**src/rtl/sem_pkg.sv**
```systemverilog
package sem_pkg;
  localparam int CID_W   = 3;
  localparam int NUM_CID = 1 << CID_W;
  localparam logic [31:0] CFG_MASK = 32'h00FF_0073;

  typedef struct packed {
    logic [NUM_CID-1:0] wl;
    logic [CID_W-1:0]   scid;
    logic               semen;
    logic               cfen;
  } cfg_t;

  function automatic cfg_t cfg_unpack(input logic [31:0] d);
    cfg_t c;
    c.wl    = d[23:16];
    c.scid  = d[6:4];
    c.semen = d[1];
    c.cfen  = d[0];
    return c;
  endfunction

  function automatic logic [31:0] cfg_pack(input cfg_t c);
    return {8'h00, c.wl, 9'h000, c.scid, 2'b00, c.semen, c.cfen};
  endfunction

  function automatic logic [31:0] sem_pack(input logic held, input logic [CID_W-1:0] own);
    return {25'h0, held ? own : {CID_W{1'b0}}, 3'b000, held};
  endfunction
endpackage

```
**src/rtl/sem_decode.sv**
```systemverilog
module sem_decode #(
  parameter int N_ENTRY = 8,
  parameter int ADDR_W  = 12,
  parameter int BASE    = 'h100,
  localparam int IDX_W  = (N_ENTRY > 1) ? $clog2(N_ENTRY) : 1
) (
  input  logic [ADDR_W-1:0] addr_i,
  output logic              hit_o,
  output logic              is_sem_o,
  output logic [IDX_W-1:0]  idx_o
);
  logic [ADDR_W-1:0] off;
  logic [ADDR_W-3:0] slot;

  always_comb begin
    off      = addr_i - ADDR_W'(BASE);
    slot     = {1'b0, off[ADDR_W-1:3]};
    hit_o    = (addr_i >= ADDR_W'(BASE)) && (slot < (ADDR_W-2)'(N_ENTRY)) && (off[1:0] == 2'b00);
    is_sem_o = off[2];
    idx_o    = off[IDX_W+2:3];
  end
endmodule

```
**src/rtl/sem_entry.sv**
```systemverilog
module sem_entry
  import sem_pkg::*;
(
  input  logic             clk_i,
  input  logic             rst_ni,
  input  logic             cfg_we_i,
  input  logic             sem_we_i,
  input  logic [31:0]      wdata_i,
  input  logic [CID_W-1:0] cid_i,
  input  logic [CID_W-1:0] chk_cid_i,
  output cfg_t             cfg_o,
  output logic             held_o,
  output logic [CID_W-1:0] owner_o,
  output logic             allow_o
);
  cfg_t             cfg_q, cfg_d;
  logic             held_q, held_d;
  logic [CID_W-1:0] own_q, own_d;
  logic             sem_mode, sem_mode_d, hit1;

  assign sem_mode = cfg_q.cfen & cfg_q.semen;
  assign hit1     = sem_we_i & wdata_i[0] & sem_mode;

  always_comb begin
    cfg_d  = cfg_we_i ? cfg_unpack(wdata_i) : cfg_q;
    held_d = held_q;
    own_d  = own_q;
    if (hit1) begin
      if (!held_q && cfg_q.wl[cid_i]) begin
        held_d = 1'b1;
        own_d  = cid_i;
      end else if (held_q && own_q == cid_i) begin
        held_d = 1'b0;
      end
    end
    sem_mode_d = cfg_d.cfen & cfg_d.semen;
    if (!sem_mode_d) held_d = 1'b0;  // disabling the mode frees the lock
  end

  always_ff @(posedge clk_i or negedge rst_ni) begin
    if (!rst_ni) begin
      cfg_q  <= '0;
      held_q <= 1'b0;
      own_q  <= '0;
    end else begin
      cfg_q  <= cfg_d;
      held_q <= held_d;
      own_q  <= own_d;
    end
  end

  always_comb begin
    if (!cfg_q.cfen)   allow_o = 1'b1;
    else if (sem_mode) allow_o = held_q && (own_q == chk_cid_i);
    else               allow_o = (cfg_q.scid == '0) || (cfg_q.scid == chk_cid_i);
  end

  assign cfg_o   = cfg_q;
  assign held_o  = held_q;
  assign owner_o = own_q;

  p_acquire_r3: assert property (@(posedge clk_i) disable iff (!rst_ni)
    (hit1 && !held_q && cfg_q.wl[cid_i]) |=> (held_q && own_q == $past(cid_i)));
  p_no_wl_r4: assert property (@(posedge clk_i) disable iff (!rst_ni)
    (sem_we_i && !held_q && !cfg_q.wl[cid_i]) |=> !held_q);
  p_release_r5: assert property (@(posedge clk_i) disable iff (!rst_ni)
    (hit1 && held_q && own_q == cid_i) |=> !held_q);
  p_intruder_r6: assert property (@(posedge clk_i) disable iff (!rst_ni)
    (sem_we_i && held_q && own_q != cid_i) |=> (held_q && $stable(own_q)));
  p_zero_write_r7: assert property (@(posedge clk_i) disable iff (!rst_ni)
    (sem_we_i && !wdata_i[0]) |=> ($stable(held_q) && $stable(own_q)));
  p_forced_free_r8: assert property (@(posedge clk_i) disable iff (!rst_ni)
    !(cfg_q.cfen && cfg_q.semen) |-> !held_q);
endmodule

```
**src/rtl/sem_bank.sv**
```systemverilog
module sem_bank
  import sem_pkg::*;
#(
  parameter int N_ENTRY = 8,
  parameter int ADDR_W  = 12,
  localparam int IDX_W  = (N_ENTRY > 1) ? $clog2(N_ENTRY) : 1
) (
  input  logic               clk_i,
  input  logic               rst_ni,
  input  logic               req_i,
  input  logic               we_i,
  input  logic [ADDR_W-1:0]  addr_i,
  input  logic [31:0]        wdata_i,
  input  logic [CID_W-1:0]   cid_i,
  output logic [31:0]        rdata_o,
  input  logic [CID_W-1:0]   chk_cid_i,
  output logic [N_ENTRY-1:0] allow_o
);
  logic             hit, is_sem;
  logic [IDX_W-1:0] idx;
  cfg_t             cfg_a  [N_ENTRY];
  logic             held_a [N_ENTRY];
  logic [CID_W-1:0] own_a  [N_ENTRY];
  logic [31:0]      rd_word, rdata_q;

  sem_decode #(.N_ENTRY(N_ENTRY), .ADDR_W(ADDR_W)) u_dec (
    .addr_i(addr_i), .hit_o(hit), .is_sem_o(is_sem), .idx_o(idx)
  );

  for (genvar n = 0; n < N_ENTRY; n++) begin : g_ent
    logic sel;
    assign sel = req_i && we_i && hit && (idx == IDX_W'(n));
    sem_entry u_ent (
      .clk_i(clk_i), .rst_ni(rst_ni),
      .cfg_we_i(sel && !is_sem), .sem_we_i(sel && is_sem),
      .wdata_i(wdata_i), .cid_i(cid_i), .chk_cid_i(chk_cid_i),
      .cfg_o(cfg_a[n]), .held_o(held_a[n]), .owner_o(own_a[n]), .allow_o(allow_o[n])
    );
  end

  always_comb begin
    rd_word = '0;
    if (hit) rd_word = is_sem ? sem_pack(held_a[idx], own_a[idx]) : cfg_pack(cfg_a[idx]);
  end

  always_ff @(posedge clk_i or negedge rst_ni) begin
    if (!rst_ni)            rdata_q <= '0;
    else if (req_i && !we_i) rdata_q <= rd_word;
  end

  assign rdata_o = rdata_q;

  p_unmapped_r10: assert property (@(posedge clk_i) disable iff (!rst_ni)
    (req_i && !we_i && !hit) |=> (rdata_o == '0));
  p_cfg_mask_r2: assert property (@(posedge clk_i) disable iff (!rst_ni)
    (req_i && !we_i && hit && !is_sem) |=> ((rdata_o & ~CFG_MASK) == '0));
endmodule

```
**config.mk**
```make
export PLATFORM = sky130hd
export DESIGN_NAME = sem_bank
export DESIGN_NICKNAME = d
export VERILOG_FILES = /design/src/rtl/sem_pkg.sv /design/src/rtl/sem_decode.sv /design/src/rtl/sem_entry.sv /design/src/rtl/sem_bank.sv
export SDC_FILE = /design/constraint.sdc
export NUM_CORES = 1
export LEC_CHECK = 0
export BUFFER_PORTS_ARGS = -buffer_cell sky130_fd_sc_hd__clkbuf_2
export CORE_MARGIN = 2
export CORE_UTILIZATION = 37
export DETAILED_ROUTE_END_ITERATION = 6
export GPL_TIMING_DRIVEN = 0
export PLACE_DENSITY = 0.5
export SYNTH_ARGS = -nofsm -noshare
export SYNTH_HDL_FRONTEND = slang
export SYNTH_SLANG_ARGS = --single-unit
```
**constraint.sdc**
```tcl
create_clock -name clk_i -period 2.54 [get_ports clk_i]
set_clock_uncertainty 0.2 [all_clocks]
set_input_delay 0 -clock clk_i [delete_from_list [all_inputs] [get_ports clk_i]]
set_output_delay 0 -clock clk_i [all_outputs]
set_load 0.05 [all_outputs]
```
==> results of run 1 <==
[what timing repair did]
action,4_1_cts,5_1_grt
pin swaps,0,0
gates cloned,0,0
endpoints found under the hold margin,255,0
setup endpoints to repair,31,45
resized for setup,8,11
hold buffers,27,0
setup buffers,0,0
[worst min path at each step]
stage	slack (ns)	endpoint	from	depth (start not counted)
after floorplan	-0.50	g_ent[0].u_ent.cfg_o[0]$_DFF_PN0_	rst_ni	0
after global placement	0.16	g_ent[1].u_ent.cfg_o[8]$_DFFE_PN0P_	wdata_i[19]	2
after detailed placement	-0.14	g_ent[6].u_ent.cfg_o[6]$_DFFE_PN0P_	rst_ni	1
after CTS	0.004	g_ent[5].u_ent.cfg_o[5]$_DFFE_PN0N_	addr_i[3]	4
after global routing	0.03	g_ent[5].u_ent.cfg_o[5]$_DFFE_PN0N_	addr_i[3]	4
final	0.03	g_ent[5].u_ent.cfg_o[5]$_DFFE_PN0N_	addr_i[3]	4
[Yosys cell counts (17+ instances only)]
library cell  number
a21oi_1           30
clkbuf_1          37
nor4_1            18
xor2_1            22
mux2_2           135
mux2i_1           26
nor2b_1           17
buf_4             27
xnor2_1           34
mux4_2            40
nand3_1           26
dfrtp_1          149
o21ai_0           21
nor2_1            17
[kinds of logic after synthesis]
group,count (synthesis),share of synthesized area
AO/OA/AOI/OAI,110,0.0847
XOR/XNOR,56,0.0537
buffers and inverters,91,0.0518
flip-flops,149,0.409
multiplexers,201,0.294
other,1,0.000411
AND/OR/NAND/NOR,150,0.107
[placed cells by master, fill, tap and decap left out, types with 9 or more instances in the layout]
| cell | n |
|---|---|
| nand3_1 | 26 |
| nor2_1 | 17 |
| nand2_1 | 15 |
| nor4_1 | 13 |
| clkbuf_1 | 28 |
| buf_4 | 27 |
| dfrtp_1 | 149 |
| o21ai_0 | 21 |
| dlygate4sd3_1 | 27 |
| nand4b_1 | 9 |
| a21oi_1 | 30 |
| xnor2_1 | 34 |
| mux4_2 | 40 |
| o31a_1 | 13 |
| mux2_2 | 135 |
| conb_1 | 19 |
| nand4_1 | 13 |
| clkbuf_2 | 56 |
| buf_2 | 13 |
| clkbuf_16 | 17 |
| xor2_1 | 22 |
| mux2i_1 | 26 |
| nor2b_1 | 17 |
| or2_2 | 9 |
[critical path, stage by stage, from the launching register on]
cell and delay (ns):
dfrtp_1 0.32, clkbuf_1 0.30, xnor2_1 0.16, a32o_1 0.17
a21oi_1 0.06, o311ai_0 0.38, buf_4 0.18, clkbuf_2 0.26
[through the flow]
| stage | hold slack, ns | instances | total power, mW |
|---|---|---|---|
| 2_1_floorplan | -0.496 | 776 | 2.73 |
| 5_1_grt | 0.0346 | 1206 | 5.69 |
| 4_1_cts | 0.00359 | 1212 | 5.54 |
| 3_5_place_dp | -0.139 | 1153 | 2.94 |
| 6_report | 0.0266 | 1206 | 5.49 |
| 3_3_place_gp | 0.156 | 1151 | 2.92 |
[where the power goes]
part | switching [mW] | internal, mW
Clock | 1.07 | 1.49
Combinational | 0.366 | 0.178
Sequential | 0.00494 | 2.38
Total | 1.44 | 4.05
[metal layers]
metal | up-vias | GRT usage
li1 | 3064 | -
met1 | 3578 | 0.321
met2 | 270 | 0.367
met3 | 46 | 0.0442
met4 | 0 | 0.0791
met5 | - | 0
[sequential cells by signal (all words and copies together), names as in the netlist]
register	flops
g_ent.u_ent.owner_o	24
g_ent.u_ent.cfg_o	104
rdata_o	13
g_ent.u_ent.held_o	8
[area by class of cell]
type,instances,area (um^2),share of cell area
Multi-Input combinational cell,536,5030,0.467
Sequential cell,149,3730,0.346
Timing Repair Buffer,80,567,0.0526
Clock buffer,20,447,0.0414
Buffer,81,443,0.0411
Tap cell,324,405,0.0376
Clock inverter,12,143,0.0132
Inverter,4,15.0,0.00139
==> results_dict.tcl, run 1 <==
set metrics [dict create \
    top_layer "met4" \
    regToRegEndpoint "g_ent[0].u_ent.owner_o[0]$_DFFE_PN0P_" \
    ys_warn_count 0 \
    crit_type "reg2out" \
    vdd_ir_drop_max_v 0.000358 \
    final_hold_viol_count 0 \
    start_util 0.376 \
    routabilityCongestion 0.901 \
    crit_path_end_kind "output pin" \
    vias 6958 \
    grt_pass1_wl_um 44600 \
    drt-met1-wl_um 13000 \
    die_h_um 161 \
    vias_per_cell 5.77 \
    crit_path_start_kind "flop" \
    cts_buffers 17 \
    ys_seq_area_frac 0.409 \
    clk_pin_slew_ns 0.06 \
    row_count 57 \
    wire_per_inst_um 24.4 \
    status "finished clean" \
    design.die.area_um2 25900 \
    fill_cells 2311 \
    synth.top_cell.area_share 0.409 \
    hp-class "in2reg" \
    cp-endpoint "allow_o[3]" \
    clk_latency_ns 0.43 \
    synthArstFlopShare 1.00 \
    drt-pass1-iter-count 6 \
    fin_util 0.445 \
    tns_ns 0 \
    fmax_mhz 406 \
    slew_headroom 0.253 \
    synth_flop_cell "dfrtp_1" \
    critPathRequiredTime_ns 2.34 \
    worst_slack_ns 0.0784 \
    postLayoutCellArea_um2 10800 \
    drt-initial-drc-count 691 \
    ios 94 \
    fin_nets 923 \
    power_density_nw_per_um2 509 \
    synth_seq_cells 149 \
    path_max_fanout 8 \
    synth_edf_count 0 \
    tightest_slew_ns 1.12 \
    syn-instance-count 758 \
    maxCapViolCount 0 \
    worstSetupStartpoint "g_ent[3].u_ent.cfg_o[2]$_DFFE_PN0P_" \
    grt_max_degree 81 \
    core_area_um2 24200 \
    synthToLayoutAreaGrowth_pct 18.1 \
    die_w_um 161 \
    period_needed_ns 2.46 \
    dpl_cell_area_um2 9900 \
    io_buffers 51 \
    place_ws_ns -0.625 \
    grt-ovfl-total 0 \
    p_leak_nw 4.95 \
    diodes 0 \
    drc 0 \
    reg2reg_from "g_ent[0].u_ent.cfg_o[0]$_DFF_PN0_" \
    root_buffer "clkbuf_16" \
    clock_sinks 149 \
    final-max-slew-violation-count 0 \
    place_hpwl_um 21300 \
    reg2reg_depth 4 \
    yosys.area.top_type "dfrtp_1" \
    worstPathArrival_ns 2.26 \
    cts_tree "yes" \
    grt_pass1_vias 6881 \
    ant_nets 0 \
    wl_met3_um 1800 \
    drive_gt1_frac 0.374 \
    r2r_slack_ns 0.20 \
    synth_area_per_cell_um2 12.0 \
    dr_wl_met2_um 13900 \
    setup_viol 0 \
    clk_path_buf_depth 2 \
    period_share 0.969 \
    grt_setup_unrepaired "no" \
    groute.usage.overall 0.232 \
    ys_types 49 \
    synth_area_um2 9130 \
    netlist_top_cells_area "dfrtp_1 41%, mux2_2 17%, mux4_2 9.9%, xnor2_1 3.3%, mux2i_1 2.9%" \
    antenna_found_initial 0 \
    h-tree-depth 4 \
    routed_wl_um 29500 \
]
Power figures use the tool's default switching activity.
==> run 2: changes to the inputs <==
--- a/config.mk
+++ b/config.mk
@@ -9,7 +9,7 @@
 export CORE_MARGIN = 2
 export CORE_UTILIZATION = 37
 export DETAILED_ROUTE_END_ITERATION = 6
-export GPL_TIMING_DRIVEN = 0
+export GPL_TIMING_DRIVEN = 1
 export PLACE_DENSITY = 0.5
 export SYNTH_ARGS = -nofsm -noshare
 export SYNTH_HDL_FRONTEND = slang
==> results_dict.tcl, run 2 (synthesized netlist as in run 1, its figures left out) <==
set metrics [dict create \
    grt_pass1_wl_um 42200 \
    grt-ovfl-total 0 \
    root_buffer "clkbuf_16" \
    wire_per_inst_um 23.4 \
    grt_pass1_vias 6738 \
    fill_cells 2264 \
    grt_setup_unrepaired "no" \
    io_buffers 55 \
    clk_latency_ns 0.43 \
    final_common_cell "dfrtp_1" \
    drive_gt1_frac 0.388 \
    start_util 0.376 \
    groute.usage.overall 0.217 \
    period_share 0.966 \
    tns_ns 0 \
    synthToLayoutAreaGrowth_pct 16.7 \
    drt-initial-drc-count 451 \
    final_hold_viol_count 27 \
    clk_pin_slew_ns 0.07 \
    total_power_mw 5.55 \
    vias_per_cell 5.83 \
    diodes 0 \
    clock_sinks 149 \
    place_hpwl_um 19400 \
    place_ws_ns 0.0885 \
    routabilityCongestion 0.868 \
    vias 6771 \
    cpPeakStageDelay_ns 0.74 \
    cts_tree "yes" \
    vdd_ir_drop_max_v 0.000407 \
    worst_slack_ns 0.0856 \
    h-tree-depth 4 \
    crit_path_start_kind "primary input" \
    fin_util 0.439 \
    slew_headroom 0.462 \
    tightest_slew_ns 0.807 \
    critPathRequiredTime_ns 2.66 \
    p_leak_nw 4.86 \
    period_needed_ns 2.45 \
    critPathBufInv 3 \
    layout_common_cells "149 x dfrtp_1, 135 x mux2_2, 54 x clkbuf_2" \
    worstPathArrival_ns 2.57 \
    ant_nets 0 \
    grt_max_degree 75 \
    clk_path_buf_depth 2 \
    status "complete, but fails checks" \
    cp_top_family "simple AND/OR/NAND/NOR gates" \
    antenna_found_initial 0 \
    drt-pass1-iter-count 5 \
    crit_chain "dlygate4sd3_1 -> clkbuf_2 -> or4b_2 -> nor4_2 -> buf_12 -> mux2_2 -> o211a_1" \
    row_count 57 \
    path_max_fanout 13 \
    hp-class "in2async" \
    hold_ws_ns -0.0196 \
    routed_wl_um 27200 \
    ios 94 \
    crit_path_end_kind "flop" \
    violations "negative hold slack" \
    final-max-slew-violation-count 0 \
    crit_type "in2reg" \
    largest_reg_flops 104 \
    die_h_um 161 \
    setup_viol 0 \
    crit_slowest_cell "or4b_2" \
    design.die.area_um2 25900 \
    maxCapViolCount 0 \
    core_area_um2 24200 \
    fmax_mhz 407 \
    cts_buffers 17 \
    power_density_nw_per_um2 521 \
    fin_nets 878 \
    drc 0 \
    die_w_um 161 \
]
## run 2: cell count changes in the layout (fill, tap and decap cells not counted), moves of 3 or more
cell and change:
buf_1 -8, buf_12 +6, buf_2 -13, buf_4 +6, clkbuf_1 -28, dlygate4sd3_1 -5
inv_8 +3, o311ai_0 +3, o311ai_1 -3
## run 2: what timing repair did
item,4_1_cts,5_1_grt
endpoints found under the hold margin,244,0
hold buffers,22,0
setup buffers,0,1
resized for setup,0,1
endpoints found under the setup margin,0,9
## run 2: worst reg2reg max path, cell delays in order, from the launching register on
cell and delay (ns):
dfrtp_1 0.50, or4bb_1 0.54, a21oi_1 0.23, o2111ai_1 0.36
mux2_2 0.39
## run 2: where the power goes
group | leakage, nW | switching, mW | internal, mW
Clock | 0.299 | 1.16 | 1.50
Sequential | 2.08 | 0.00490 | 2.38
Combinational | 2.48 | 0.347 | 0.169
## run 2: final timing paths
path / startpoint / end / slack (ns) / cells past startpoint
setup / recovery: addr_i[2] / g_ent[6].u_ent.held_o$_DFFE_PN0P_ / 0.09 / 7
hold / removal: rst_ni / g_ent[6].u_ent.cfg_o[8]$_DFFE_PN0P_ / -0.02 / 2
setup reg to reg: g_ent[0].u_ent.cfg_o[1]$_DFF_PN0_ / g_ent[0].u_ent.owner_o[0]$_DFFE_PN0P_ / 0.21 / 4
hold reg to reg: rdata_o[22]$_DFFE_PN0P_ / rdata_o[22]$_DFFE_PN0P_ / 0.29 / 2
max in group asynchronous: rst_ni / g_ent[7].u_ent.cfg_o[0]$_DFF_PN0_ / 1.38 / 3
min in group clk_i: addr_i[0] / g_ent[0].u_ent.owner_o[2]$_DFFE_PN0P_ / 0.04 / 5
## run 2: stage by stage
stage	cells	area, um^2
3_3_place_gp	1106	9810
2_1_floorplan	776	9190
3_5_place_dp	1106	9810
4_1_cts	1160	10600
5_1_grt	1161	10700
6_report	1161	10700
## run 2: routing by layer
metal / up-vias / global-route usage / part of all wire
met5: - / 0 / 0
li1: 2967 / - / -
met4: 0 / 0.0743 / 0.026
met1: 3511 / 0.305 / 0.45
met2: 252 / 0.341 / 0.47
met3: 41 / 0.0372 / 0.053
## run 2: layout make-up
cell class,instances,area [um^2],area share
Clock buffer,17,425,0.0399
Sequential cell,149,3730,0.350
Tap cell,324,405,0.0381
Clock inverter,15,186,0.0175
Timing Repair Buffer,116,870,0.0816
Inverter,4,15.0,0.00141
Multi-Input combinational cell,536,5020,0.471
==> run 3: changes to the inputs <==
--- a/config.mk
+++ b/config.mk
@@ -7,10 +7,10 @@
 export LEC_CHECK = 0
 export BUFFER_PORTS_ARGS = -buffer_cell sky130_fd_sc_hd__clkbuf_2
 export CORE_MARGIN = 2
-export CORE_UTILIZATION = 37
+export CORE_UTILIZATION = 60
 export DETAILED_ROUTE_END_ITERATION = 6
 export GPL_TIMING_DRIVEN = 1
-export PLACE_DENSITY = 0.5
+export PLACE_DENSITY = 0.77
 export SYNTH_ARGS = -nofsm -noshare
 export SYNTH_HDL_FRONTEND = slang
 export SYNTH_SLANG_ARGS = --single-unit
==> results_dict.tcl, run 3 (synthesized netlist as in run 1, its figures left out) <==
set metrics [dict create \
    status "finished clean" \
    diodes 0 \
    critPathRequiredTime_ns 2.65 \
    io_buffers 55 \
    clk_path_buf_depth 2 \
    regToRegEndpoint "g_ent[0].u_ent.held_o$_DFFE_PN0P_" \
    start_util 0.607 \
    setup_viol 0 \
    core_area_um2 15000 \
    synthToLayoutAreaGrowth_pct 14.6 \
    cts_buffers 17 \
    clk_latency_ns 0.43 \
    maxCapViolCount 0 \
    crit_path_end_kind "flop" \
    crit_type "in2reg" \
    tightest_slew_ns 0.852 \
    cp-endpoint "g_ent[6].u_ent.owner_o[2]$_DFFE_PN0P_" \
    path_max_fanout 6 \
    fill_cells 1051 \
    dpl_cell_area_um2 9600 \
    reg2reg_depth 4 \
    grt-ovfl-total 0 \
    drt-initial-drc-count 615 \
    postCtsResizedCells 0 \
    postLayoutCellArea_um2 10500 \
    post-cts-setup-buffer-count 0 \
    routabilityCongestion 0.924 \
    design.die.area_um2 16200 \
    fmax_mhz 399 \
    grt_setup_unrepaired "no" \
    crit_path_start_kind "primary input" \
    total_power_mw 5.55 \
    p_leak_nw 4.84 \
    slew_headroom 0.432 \
    final-max-slew-violation-count 0 \
    ios 94 \
    die_w_um 127 \
    power_density_nw_per_um2 531 \
    clock_sinks 149 \
    wire_per_inst_um 24.4 \
    clk_pin_slew_ns 0.06 \
    r2r_slack_ns 0.46 \
    place_hpwl_um 17200 \
    cts_tree "yes" \
    vias_per_cell 6.70 \
    fin_util 0.696 \
    tns_ns 0 \
    reg2reg_from "g_ent[0].u_ent.cfg_o[0]$_DFF_PN0_" \
    period_share 0.986 \
    drc 0 \
    routed_wl_um 24900 \
    worstPathArrival_ns 2.61 \
    register_area_um2 3730 \
    grt_pass1_wl_um 39500 \
    drt-pass1-iter-count 6 \
    vias 6846 \
    largest_reg_flops 104 \
    final_hold_viol_count 0 \
    groute.usage.overall 0.323 \
    die_h_um 127 \
    worstSetupStartpoint "addr_i[9]" \
    fin_nets 876 \
    final_common_cell "dfrtp_1" \
    grt_pass1_vias 6809 \
    h-tree-depth 4 \
    grt_max_degree 67 \
    period_needed_ns 2.50 \
    layout_common_cells "149 x dfrtp_1, 135 x mux2_2, 54 x clkbuf_2" \
    row_count 45 \
    vdd_ir_drop_max_v 0.000488 \
    drive_gt1_frac 0.380 \
    root_buffer "clkbuf_16" \
    hp-class "in2reg" \
    antenna_found_initial 0 \
    ant_nets 0 \
    multiInputGateArea_um2 5020 \
]
-- run 3: cell types whose count changed in the layout (fill, tap and decap cells not counted), sizes merged --
cell         previous run  this run
dlygate4sd3            22        24
clkinv                  4         5
bufinv                  2         4
buf                    40        36
inv                    12         5
clkbuf                 71        74
-- run 3: layer usage --
metal,global-route usage,share of wire
met4,0.142,0.038
met3,0.0611,0.071
met2,0.518,0.48
met1,0.434,0.41
met5,0,0
-- run 3: worst min-delay path by stage --
stage                     startpoint                             endpoint  slack [ns]  depth (start not counted)
after floorplan               rst_ni    g_ent[0].u_ent.cfg_o[0]$_DFF_PN0_       -0.50                          0
after global placement        rst_ni  g_ent[5].u_ent.cfg_o[8]$_DFFE_PN0N_       -0.18                          1
after detailed placement      rst_ni  g_ent[6].u_ent.cfg_o[8]$_DFFE_PN0P_       -0.17                          1
after CTS                 addr_i[10]               rdata_o[0]$_DFFE_PN0P_       0.001                          5
after global routing      addr_i[10]               rdata_o[0]$_DFFE_PN0P_        0.04                          5
final                     addr_i[10]               rdata_o[0]$_DFFE_PN0P_        0.02                          5
-- run 3: critical path, stage by stage --
cell and delay (ns):
dlygate4sd3_1 0.54, clkbuf_2 0.12, or3b_2 0.51, or4_4 0.65
nor4_4 0.41, mux2_2 0.39
-- run 3: cell type report --
class | count | share of cell area
clock inverter | 11 | 0.0169
timing repair buffer | 114 | 0.0810
tap | 188 | 0.0225
sequential | 149 | 0.357
multi-input combinational | 536 | 0.480
inverter | 4 | 0.00144
clock buffer | 20 | 0.0418
-- run 3: stage by stage --
stage | cells | setup slack (ns) | hold slack (ns)
detailed placement | 967 | 0.106 | -0.174
global placement | 967 | 0.153 | -0.180
global route | 1022 | 0.00850 | 0.0437
CTS | 1022 | 0.00789 | 0.00108
floorplan | 776 | 0.228 | -0.496
finish | 1022 | 0.0368 | 0.0173
-- run 3: power breakdown --
part	switching (mW)	total (mW)	leakage [nW]	internal, mW
sequential	0.00473	2.38	2.08	2.38
combinational	0.335	0.498	2.46	0.163
clock	1.02	2.67	0.295	1.65
total	1.36	5.55	4.84	4.19
-- run 3: repair_timing --
action                                  4_1_cts  5_1_grt
hold buffers                                 24        0
endpoints found under the setup margin        0       12
hold endpoints to repair                    267        0
